`config.mk`:
```
export PLATFORM = sky130hd
export DESIGN_NAME = ts_latch_bank
export DESIGN_NICKNAME = d
export VERILOG_FILES = /design/src/rtl/ts_bank_pkg.sv /design/src/rtl/ts_rx_filter.sv /design/src/rtl/ts_slot_alloc.sv /design/src/rtl/ts_slot.sv /design/src/rtl/ts_latch_bank.sv
export SDC_FILE = /design/constraint.sdc
export NUM_CORES = 1
export LEC_CHECK = 0
export ABC_AREA = 1
export CORE_AREA = 2 2 212 214
export CTS_BUF_LIST = sky130_fd_sc_hd__clkbuf_4 sky130_fd_sc_hd__clkbuf_8
export CTS_CLUSTER_DIAMETER = 120
export DETAILED_ROUTE_END_ITERATION = 12
export DIE_AREA = 0 0 214 216
export DONT_BUFFER_PORTS = 1
export PLACE_DENSITY = 0.64
export SYNTH_ARGS = -nofsm -noshare
export SYNTH_HDL_FRONTEND = slang
export SYNTH_SLANG_ARGS = --single-unit
```
`constraint.sdc`:
```
create_clock -name clk_i -period 3.15 [get_ports clk_i]
set_input_delay 0.1575 -clock clk_i [delete_from_list [all_inputs] [get_ports clk_i]]
set_output_delay 0.1575 -clock clk_i [all_outputs]
set_load 0.01 [all_outputs]
```
`src/rtl/ts_bank_pkg.sv`:
```
package ts_bank_pkg;
  localparam int ADDR_CTRL    = 0;
  localparam int ADDR_RXSTAT  = 1;
  localparam int ADDR_EVENT   = 2;
  localparam int ADDR_DROP    = 3;
  localparam int ADDR_TXLO    = 4;
  localparam int ADDR_TXHI    = 5;
  localparam int ADDR_RX_BASE = 8;

  localparam int CTRL_IRQ_EN   = 0;
  localparam int CTRL_VER2     = 1;
  localparam int CTRL_UDP_EN   = 2;
  localparam int CTRL_MASK_LSB = 16;
endpackage

```
`src/rtl/ts_rx_filter.sv`:
```
module ts_rx_filter #(
  parameter int MSG_W = 4,
  localparam int MASK_W = 1 << MSG_W
) (
  input  logic              sof_i,
  input  logic              frame_ver2_i,
  input  logic              frame_udp_i,
  input  logic [MSG_W-1:0]  msg_type_i,
  input  logic              cfg_ver2_i,
  input  logic              cfg_udp_en_i,
  input  logic [MASK_W-1:0] mask_i,
  output logic              hit_o
);
  logic ver_ok, type_ok, xport_ok;

  assign ver_ok   = frame_ver2_i == cfg_ver2_i;
  assign type_ok  = mask_i[msg_type_i];
  // raw layer-2 transport only exists for version 2
  assign xport_ok = frame_udp_i ? cfg_udp_en_i : frame_ver2_i;
  assign hit_o    = sof_i && ver_ok && type_ok && xport_ok;
endmodule

```
`src/rtl/ts_slot_alloc.sv`:
```
module ts_slot_alloc #(
  parameter int N = 4,
  localparam int IDX_W = (N > 1) ? $clog2(N) : 1
) (
  input  logic [N-1:0]     busy_i,
  output logic             any_free_o,
  output logic [IDX_W-1:0] idx_o,
  output logic [N-1:0]     grant_o
);
  assign any_free_o = ~&busy_i;

  always_comb begin
    idx_o = '0;
    for (int k = N - 1; k >= 0; k--) begin
      if (!busy_i[k]) idx_o = IDX_W'(k);
    end
  end

  for (genvar g = 0; g < N; g++) begin : g_grant
    assign grant_o[g] = any_free_o && (idx_o == IDX_W'(g));
  end
endmodule

```
`src/rtl/ts_slot.sv`:
```
module ts_slot #(
  parameter int TIME_W = 64
) (
  input  logic              clk_i,
  input  logic              rst_ni,
  input  logic              cap_i,
  input  logic              rel_i,
  input  logic [TIME_W-1:0] time_i,
  output logic              valid_o,
  output logic [TIME_W-1:0] value_o
);
  always_ff @(posedge clk_i or negedge rst_ni) begin
    if (!rst_ni) begin
      valid_o <= 1'b0;
      value_o <= '0;
    end else if (rel_i) begin
      valid_o <= 1'b0;
    end else if (cap_i && !valid_o) begin
      valid_o <= 1'b1;
      value_o <= time_i;
    end
  end
endmodule

```
`src/rtl/ts_latch_bank.sv`:
```
module ts_latch_bank
  import ts_bank_pkg::*;
#(
  parameter int NUM_RX = 4,
  parameter int REG_W  = 32,
  parameter int MSG_W  = 4,
  parameter int DROP_W = 8,
  parameter int ADDR_W = 5,
  localparam int TIME_W = 2 * REG_W,
  localparam int IDX_W  = (NUM_RX > 1) ? $clog2(NUM_RX) : 1
) (
  input  logic              clk_i,
  input  logic              rst_ni,
  input  logic [TIME_W-1:0] time_i,
  input  logic              rx_sof_i,
  input  logic              rx_ver2_i,
  input  logic              rx_udp_i,
  input  logic [MSG_W-1:0]  rx_msg_type_i,
  input  logic              tx_sof_i,
  input  logic              reg_wr_i,
  input  logic              reg_rd_i,
  input  logic [ADDR_W-1:0] reg_addr_i,
  input  logic [REG_W-1:0]  reg_wdata_i,
  output logic [REG_W-1:0]  reg_rdata_o,
  output logic              rx_cap_o,
  output logic [IDX_W-1:0]  rx_slot_o,
  output logic              irq_o
);
  localparam int MASK_W = 1 << MSG_W;

  logic [REG_W-1:0] ctrl_q;
  logic             rx_hit, any_free, rx_take, rx_miss;
  logic [IDX_W-1:0] alloc_idx;
  logic [NUM_RX-1:0] alloc_grant, rx_valid, rx_rel;
  logic [NUM_RX-1:0][TIME_W-1:0] rx_val;
  logic              tx_valid, tx_rel, tx_take;
  logic [TIME_W-1:0] tx_val;
  logic              pend_q, ev_rd;
  logic [DROP_W-1:0] drop_q;
  logic [REG_W-1:0]  rd_mux;

  // control word
  always_ff @(posedge clk_i or negedge rst_ni) begin
    if (!rst_ni) ctrl_q <= '0;
    else if (reg_wr_i && reg_addr_i == ADDR_W'(ADDR_CTRL)) ctrl_q <= reg_wdata_i;
  end

  ts_rx_filter #(.MSG_W(MSG_W)) u_filter (
    .sof_i        (rx_sof_i),
    .frame_ver2_i (rx_ver2_i),
    .frame_udp_i  (rx_udp_i),
    .msg_type_i   (rx_msg_type_i),
    .cfg_ver2_i   (ctrl_q[CTRL_VER2]),
    .cfg_udp_en_i (ctrl_q[CTRL_UDP_EN]),
    .mask_i       (ctrl_q[CTRL_MASK_LSB +: MASK_W]),
    .hit_o        (rx_hit)
  );

  ts_slot_alloc #(.N(NUM_RX)) u_alloc (
    .busy_i     (rx_valid),
    .any_free_o (any_free),
    .idx_o      (alloc_idx),
    .grant_o    (alloc_grant)
  );

  assign rx_take = rx_hit && any_free;
  assign rx_miss = rx_hit && !any_free;

  for (genvar g = 0; g < NUM_RX; g++) begin : g_rx
    assign rx_rel[g] = reg_rd_i && (reg_addr_i == ADDR_W'(ADDR_RX_BASE + 2 * g + 1));
    ts_slot #(.TIME_W(TIME_W)) u_slot (
      .clk_i   (clk_i),
      .rst_ni  (rst_ni),
      .cap_i   (rx_take && alloc_grant[g]),
      .rel_i   (rx_rel[g]),
      .time_i  (time_i),
      .valid_o (rx_valid[g]),
      .value_o (rx_val[g])
    );
  end

  assign tx_rel  = reg_rd_i && (reg_addr_i == ADDR_W'(ADDR_TXHI));
  assign tx_take = tx_sof_i && !tx_valid;

  ts_slot #(.TIME_W(TIME_W)) u_tx (
    .clk_i   (clk_i),
    .rst_ni  (rst_ni),
    .cap_i   (tx_sof_i),
    .rel_i   (tx_rel),
    .time_i  (time_i),
    .valid_o (tx_valid),
    .value_o (tx_val)
  );

  assign ev_rd = reg_rd_i && (reg_addr_i == ADDR_W'(ADDR_EVENT));

  // new capture wins over a clearing read in the same cycle
  always_ff @(posedge clk_i or negedge rst_ni) begin
    if (!rst_ni)      pend_q <= 1'b0;
    else if (tx_take) pend_q <= 1'b1;
    else if (ev_rd)   pend_q <= 1'b0;
  end

  assign irq_o = pend_q && ctrl_q[CTRL_IRQ_EN];

  always_ff @(posedge clk_i or negedge rst_ni) begin
    if (!rst_ni) drop_q <= '0;
    else if (rx_miss && drop_q != {DROP_W{1'b1}}) drop_q <= drop_q + 1'b1;
  end

  always_ff @(posedge clk_i or negedge rst_ni) begin
    if (!rst_ni) begin
      rx_cap_o  <= 1'b0;
      rx_slot_o <= '0;
    end else begin
      rx_cap_o  <= rx_take;
      if (rx_take) rx_slot_o <= alloc_idx;
    end
  end

  always_comb begin
    rd_mux = '0;
    if (reg_addr_i == ADDR_W'(ADDR_CTRL))   rd_mux = ctrl_q;
    if (reg_addr_i == ADDR_W'(ADDR_RXSTAT)) rd_mux = REG_W'(rx_valid);
    if (reg_addr_i == ADDR_W'(ADDR_EVENT))  rd_mux = REG_W'({tx_valid, pend_q});
    if (reg_addr_i == ADDR_W'(ADDR_DROP))   rd_mux = REG_W'(drop_q);
    if (reg_addr_i == ADDR_W'(ADDR_TXLO))   rd_mux = tx_val[REG_W-1:0];
    if (reg_addr_i == ADDR_W'(ADDR_TXHI))   rd_mux = tx_val[TIME_W-1:REG_W];
    for (int k = 0; k < NUM_RX; k++) begin
      if (reg_addr_i == ADDR_W'(ADDR_RX_BASE + 2 * k))     rd_mux = rx_val[k][REG_W-1:0];
      if (reg_addr_i == ADDR_W'(ADDR_RX_BASE + 2 * k + 1)) rd_mux = rx_val[k][TIME_W-1:REG_W];
    end
  end

  always_ff @(posedge clk_i or negedge rst_ni) begin
    if (!rst_ni)       reg_rdata_o <= '0;
    else if (reg_rd_i) reg_rdata_o <= rd_mux;
  end
endmodule

```
; After elaboration in Yosys (flattened, before gate mapping)
; Cells that the tools add are included.
[totals]
ff_bits = 401
latchBits = 0
ramBits = 0
romBits = 0
wordCells = 121
n_memories = 0
[classes]
n_addsub = 1
multipliers = 0
div = 0
order_cmp = 1
eq_ne = 18
n_shift = 0
n_mux = 33
bitwise = 5
n_reduce_logical = 47
[ops]
columns = operator, n
row1 = $mux W32, 14
row2 = $eq A5 B4 Y1 const B, 8
row3 = $logic_and A1 B1 Y1, 27
row4 = $mux W1, 14
row5 = $reduce_bool A2 Y1, 6
row6 = $eq A5 B2 Y1 const B, 2
row7 = $eq A5 B3 Y1 const B, 2
row8 = $reduce_and A2 Y1, 5
row9 = $add A8 B1 Y8 const B, 1
row10 = $mux W2, 4
row11 = $ne A8 B8 Y1 const B, 1
row12 = $logic_not A1 Y1, 6
row13 = $eq A5 B1 Y1 const B, 1
row14 = $logic_not A5 Y1, 1
row15 = $lt A4 B5 Y1 const B, 1
row16 = $not A1 Y1, 5
row17 = $bmux W1 S4, 1
row18 = $eq A2 B2 Y1 const B, 2
row19 = $reduce_and A4 Y1, 1
row20 = $eq A2 B1 Y1 const B, 1
row21 = $logic_not A2 Y1, 1
row22 = $eq A1 B1 Y1, 1

; Longest topological paths before layout
[logic_depth]
word_depth = 15
depth_mapped = 15
ltp_nobuf = 13

; Hierarchy
; Synthesis repeated with hierarchy kept, for this count alone.
[hier_totals]
hier_cells = 2351
hier_area_um2 = 20171.8
[by_module_without_submodules]
columns = mod, instances, cells_each, area_per_inst_um2
row1 = ts_slot, 5, 281, 2810.2
row2 = ts_latch_bank, 1, 874, 5781.8
row3 = ts_rx_filter, 1, 59, 279.0
row4 = ts_slot_alloc, 1, 13, 60.1

; Least setup slack after synthesis
; OpenSTA, ideal clock, no wires.
[synth_path]
kind = register to register
start = reg ctrl_q[16]
end = reg g_rx[2].u_slot.value_o[0]
setup_ns = 0.127
arrival_ns = 1.512
setup_slack_ns = 1.511
path_stages_with_launch = 12
n_path_buf = 2
path_cell_list = dfrtp_1 -> or2_1 -> nand2_1 -> nand2_1 -> o21ai_1 -> o21ai_2 -> nand2_2 -> inv_2 -> nand2_1 -> buf_2 -> buf_2 -> o21ai_0
[synth_via]
elab_chain_len = 8
[synth_rtl]
columns = item, line
row1 = from (decl), ts_latch_bank.sv:31  ; logic [REG_W-1:0] ctrl_q;
row2 = from (signal assigned), ts_latch_bank.sv:45  ; else if (reg_wr_i && reg_addr_i == ADDR_W'(ADDR_CTRL)) ctrl_q <= reg_wdata_i;
row3 = $bmux W1 S4, ts_rx_filter.sv:17  ; assign type_ok = mask_i[msg_type_i];
row4 = $mux W1 (not written as such), ts_rx_filter.sv:17
row5 = $logic_and A1 B1 Y1 (2 in a row), ts_rx_filter.sv:20  ; assign hit_o = sof_i && ver_ok && type_ok && xport_ok;
row6 = $logic_and A1 B1 Y1, ts_latch_bank.sv:66  ; assign rx_take = rx_hit && any_free;
row7 = $logic_and A1 B1 Y1, ts_latch_bank.sv:74  ; .cap_i (rx_take && alloc_grant[g]),
row8 = $logic_and A1 B1 Y1, ts_slot.sv:18  ; end else if (cap_i && !valid_o) begin
row9 = $reduce_and A2 Y1 (no source line), n/a
row10 = to (signal assigned), ts_slot.sv:20  ; value_o <= time_i;
row11 = to (decl), ts_slot.sv:10  ; output logic [TIME_W-1:0] value_o
; No other way between the ends. The select of a mux whose other input is x is not followed.
; A chain may end at the register's enable or synchronous reset.

; Worst setup path after layout
[layout_path]
start = in reg_rd_i
end = reg g_rx[3].u_slot.value_o[46]
[layout_via]
elab_chain_len = 3
[layout_rtl]
columns = item, line
row1 = from (decl), ts_latch_bank.sv:21  ; input logic reg_rd_i,
row2 = $logic_and A1 B1 Y1, ts_latch_bank.sv:70  ; assign rx_rel[g] = reg_rd_i && (reg_addr_i == ADDR_W'(ADDR_RX_BASE + 2 * g + 1));
row3 = $not A1 Y1 (no source line), n/a
row4 = $reduce_and A2 Y1 (no source line), n/a
row5 = to (signal assigned), ts_slot.sv:20
row6 = to (decl), ts_slot.sv:10
; No other way between the ends.

==> summary.md <==
The clock insertion delay at the later pin of the skew report is 620 ps, and the final number of setup-violating endpoints is 0. The worst setup slack before clock tree synthesis is 846 ps, and the layout cell share with drive strength beyond 1 is 9.01%. Clock transition at the registers of the reported paths: 60 ps.

The number of clock buffers added by TritonCTS is 68. In the synthesized netlist the async set-or-reset flop fraction comes to 100%. In this run, synthesis produced a sequential element count of 401.

The maximum number of pins on one net before global-route repair came out at 402. Counting flops with a built-in enable in the synthesized netlist gives 0. Yosys attributes the largest share of cell area to sky130_fd_sc_hd__dfrtp_1 56%, sky130_fd_sc_hd__nand2_1 16%, sky130_fd_sc_hd__o21ai_0 7.5%.

Post-place instance area: 18300 um2. The cell sitting at the root of the clock tree is a sky130_fd_sc_hd__clkbuf_8. 149 I/O pins were placed. Buffers inserted to repair hold after CTS numbered 116. The flow ran to the end, but the final reports show violations.

The first global-routing pass estimated 83800 um of wire. Routability-driven placement finished with a final weighted congestion of 0.876. Worst setup skew after layout: 23.7 ps. For the worst setup path, the data required time is 3690 ps. For the pin with the worst max-slew slack, the measured transition is 897 ps. The final reports fail on hold timing. The critical path class was in2reg. The number of hold-slack violations in the final timing report is 401, and the width of the die is 214 um.

In this run the power density over the cells is 673 nW/um2. The clock drives 401 sinks. The detailed router placed 14.7k vias in this run. Post-CTS timing repair inserted 0 buffers for setup. The count of buffers added on input and output ports is 0. The post-layout net count came out at 2343. The number of antenna violations at the first check in global routing is 3.

Of all cell types, the one taking the most synthesized area is sky130_fd_sc_hd__dfrtp_1. The tool flagged a number of max-cap violations equal to 0. In this run the tightest slew margin relative to its limit is 40.0%. The number of pins exceeding their max-slew limit in the final report is 0.

The post-detailed-placement half-perimeter wirelength came out at 34300 um. In this run the remaining antenna-violating nets after routing total 0. The tools report the minimum hold slack as -752 ps. The most used flip-flop cell after synthesis is sky130_fd_sc_hd__dfrtp_1. In the routed layout, each cell is associated on average with a via count of 5.13. Once layout is done, the placed cells without fillers occupy 20900 um2.

The run gives 3 as the clock tree buffer depth. Compared with the post-synthesis result, the final layout area differs by 17.0%. The worst setup path is captured at a flip-flop. Counting every instance in the synthesized netlist gives 2133. STA classifies the critical path startpoint as an input pin. Post-CTS repair changed the size of 0 cells.

The count of different cell masters after synthesis is 35. The tools report the final worst slack as 596 ps. For this design the static power due to leakage is 10.3 nW. Final period utilization: 81.1%. In the synthesized netlist, the cells that appear most often are 747 x sky130_fd_sc_hd__nand2_1, 401 x sky130_fd_sc_hd__dfrtp_1, 266 x sky130_fd_sc_hd__o21ai_0, 165 x sky130_fd_sc_hd__inv_1, 99 x sky130_fd_sc_hd__nor2_1.

Counting every net in the synthesized netlist gives 2247. The depth of the most critical reg-to-reg path was 12; the area fraction of the dominant cell type after synthesis was 56.3%. The total number of placement rows is 77. In this run the worst path has a maximum fanout of 57. A synthesized cell averages 8.36 um2. The via count of the first global-routing pass is 14.9k, and the synthesized cell area is 17800 um2.

The path class of the tightest hold or removal check is in2async. The end-of-flow core utilization is 47.6%, and the area of the die is 46200 um2. The tools report the global route total overflow as 0. The overall track demand over capacity in global routing was 23.3%. The critical path arrival came out at 3100 ps. The most common cell in the synthesized netlist is sky130_fd_sc_hd__nand2_1. Setup repair after global routing left no endpoint under its margin. The detailed router finished its first iteration with 1268 violations. The run gives 52800 um as the total routed wirelength.

The clock period minus worst slack is 2550 ps. The total negative setup slack is 0 ps, and the iteration count of the initial detailed-routing pass is 5. The H-tree was split into 3 levels. After detailed routing, the average wire length per cell comes to 18.4 um. TritonCTS built the clock tree. The number of synthesis warnings was 0; the highest clock frequency the design can meet was 392 MHz.

The core region is 43800 um2. The fraction of the yosys area taken by sequential cells is 56.3%. The maximum vdd ir drop came out at 0.000352 V. The floorplan step set the die height to 216 um.

In the routed design, unresolved DRC markers number 0. For the starting utilization of the core area, the log shows 40.7%.
[stage by stage]
step                      std cells  power (mW)
after floorplan                2133        8.62
after global placement         2635        9.08
after detailed placement       2635        9.22
after CTS                      2866        14.1
after global routing           2868        14.9
final                          2869        14.0
[critical path, cell delays in order]
cell	delay, ps
sky130_fd_sc_hd__dlygate4sd3_1	1120
sky130_fd_sc_hd__inv_2	360
sky130_fd_sc_hd__nor2_8	420
sky130_fd_sc_hd__or2_2	190
sky130_fd_sc_hd__inv_2	40
sky130_fd_sc_hd__nand2_4	270
sky130_fd_sc_hd__buf_12	290
sky130_fd_sc_hd__nand2_1	100
sky130_fd_sc_hd__o21ai_1	100
[report_power, final]
group / total [mW] / switching, mW / internal, mW
Combinational: 1.95 / 1.08 / 0.864
Clock: 4.73 / 2.09 / 2.64
Sequential: 7.36 / 0.811 / 6.55
[cell type report]
class	count	area [um2]
diodes	3	7.51
clock buffers	110	1320
clock inverters	5	40.0
fillers	4280	23000
inverters	173	649
multi-input cells	1442	6620
flip-flops and latches	401	10000
well taps	592	741
repair buffers	143	1450
[cell usage in the layout (no fill, tap or decap), types with 2 or more instances in the layout]
master	netlist	layout
sky130_fd_sc_hd__or2_2	15	15
sky130_fd_sc_hd__nand2_1	747	744
sky130_fd_sc_hd__dfrtp_1	401	401
sky130_fd_sc_hd__nand4_1	55	55
sky130_fd_sc_hd__buf_4	12	20
sky130_fd_sc_hd__clkbuf_4	0	31
sky130_fd_sc_hd__nand3b_1	9	9
sky130_fd_sc_hd__nand2_4	0	3
sky130_fd_sc_hd__o21ai_1	93	93
sky130_fd_sc_hd__nor2_4	4	4
sky130_fd_sc_hd__xor2_1	4	4
sky130_fd_sc_hd__o211ai_1	3	3
sky130_fd_sc_hd__nand2_2	4	4
sky130_fd_sc_hd__dlygate4sd3_1	0	116
sky130_fd_sc_hd__clkbuf_8	0	79
sky130_fd_sc_hd__inv_2	8	8
sky130_fd_sc_hd__o21ai_0	266	266
sky130_fd_sc_hd__nor2_2	1	4
sky130_fd_sc_hd__diode_2	0	3
sky130_fd_sc_hd__nor3_1	7	7
sky130_fd_sc_hd__nor2_1	99	96
sky130_fd_sc_hd__a22o_1	17	17
sky130_fd_sc_hd__a21oi_1	67	67
sky130_fd_sc_hd__xnor2_1	2	2
sky130_fd_sc_hd__nand3_4	0	2
sky130_fd_sc_hd__buf_12	0	7
sky130_fd_sc_hd__inv_1	165	165
sky130_fd_sc_hd__mux2_2	19	19
sky130_fd_sc_hd__nand3_1	21	20
sky130_fd_sc_hd__clkinvlp_4	0	2
[logic make-up after synthesis]
group / after synthesis / share of synthesized area (%)
and+or+nand+nor: 967 / 22.2
adders and majority gates: 1 / 0.0702
xor gates and xnor gates: 6 / 0.295
buffers and inverters: 290 / 6.90
AOI/OAI and AO/OA: 449 / 13.1
DFF: 401 / 56.3
muxes: 19 / 1.20
[metal layers]
layer  up-vias  share of wire [%]  routed length [um]  global-route usage [%]
li1       7047                  -                   -                       -
met3       119                4.7                2490                    4.62
met1      7161                 40               21300                    27.4
met4         0                4.2                2220                    10.4
met2       400                 51               26800                    41.3
met5         -                  0                   0                       0
[flip-flops by register name, summed over array words and instances, names as in the netlist]
name and cells:
u_tx.valid_o 1, ctrl_q 32, pend_q 1, rx_slot_o 2
g_rx.u_slot.value_o 256, g_rx.u_slot.valid_o 4, drop_q 8, reg_rdata_o 32
rx_cap_o 1, u_tx.value_o 64
[final timing paths]
kind	startpoint	endpoint	slack, ps
min in group clk_i	reg_addr_i[1]	g_rx[2].u_slot.valid_o$_DFFE_PN0P_	50
max reg2reg	ctrl_q[21]$_DFFE_PN0P_	rx_slot_o[0]$_DFFE_PN0P_	770
min	rst_ni	ctrl_q[4]$_DFFE_PN0P_	-750
max	reg_rd_i	g_rx[3].u_slot.value_o[46]$_DFFE_PN0P_	600
max in group asynchronous	rst_ni	g_rx[2].u_slot.value_o[52]$_DFFE_PN0P_	3330
min reg2reg	g_rx[1].u_slot.value_o[3]$_DFFE_PN0P_	g_rx[1].u_slot.value_o[3]$_DFFE_PN0P_	480
No activity file was read; power rests on OpenSTA's default activity.
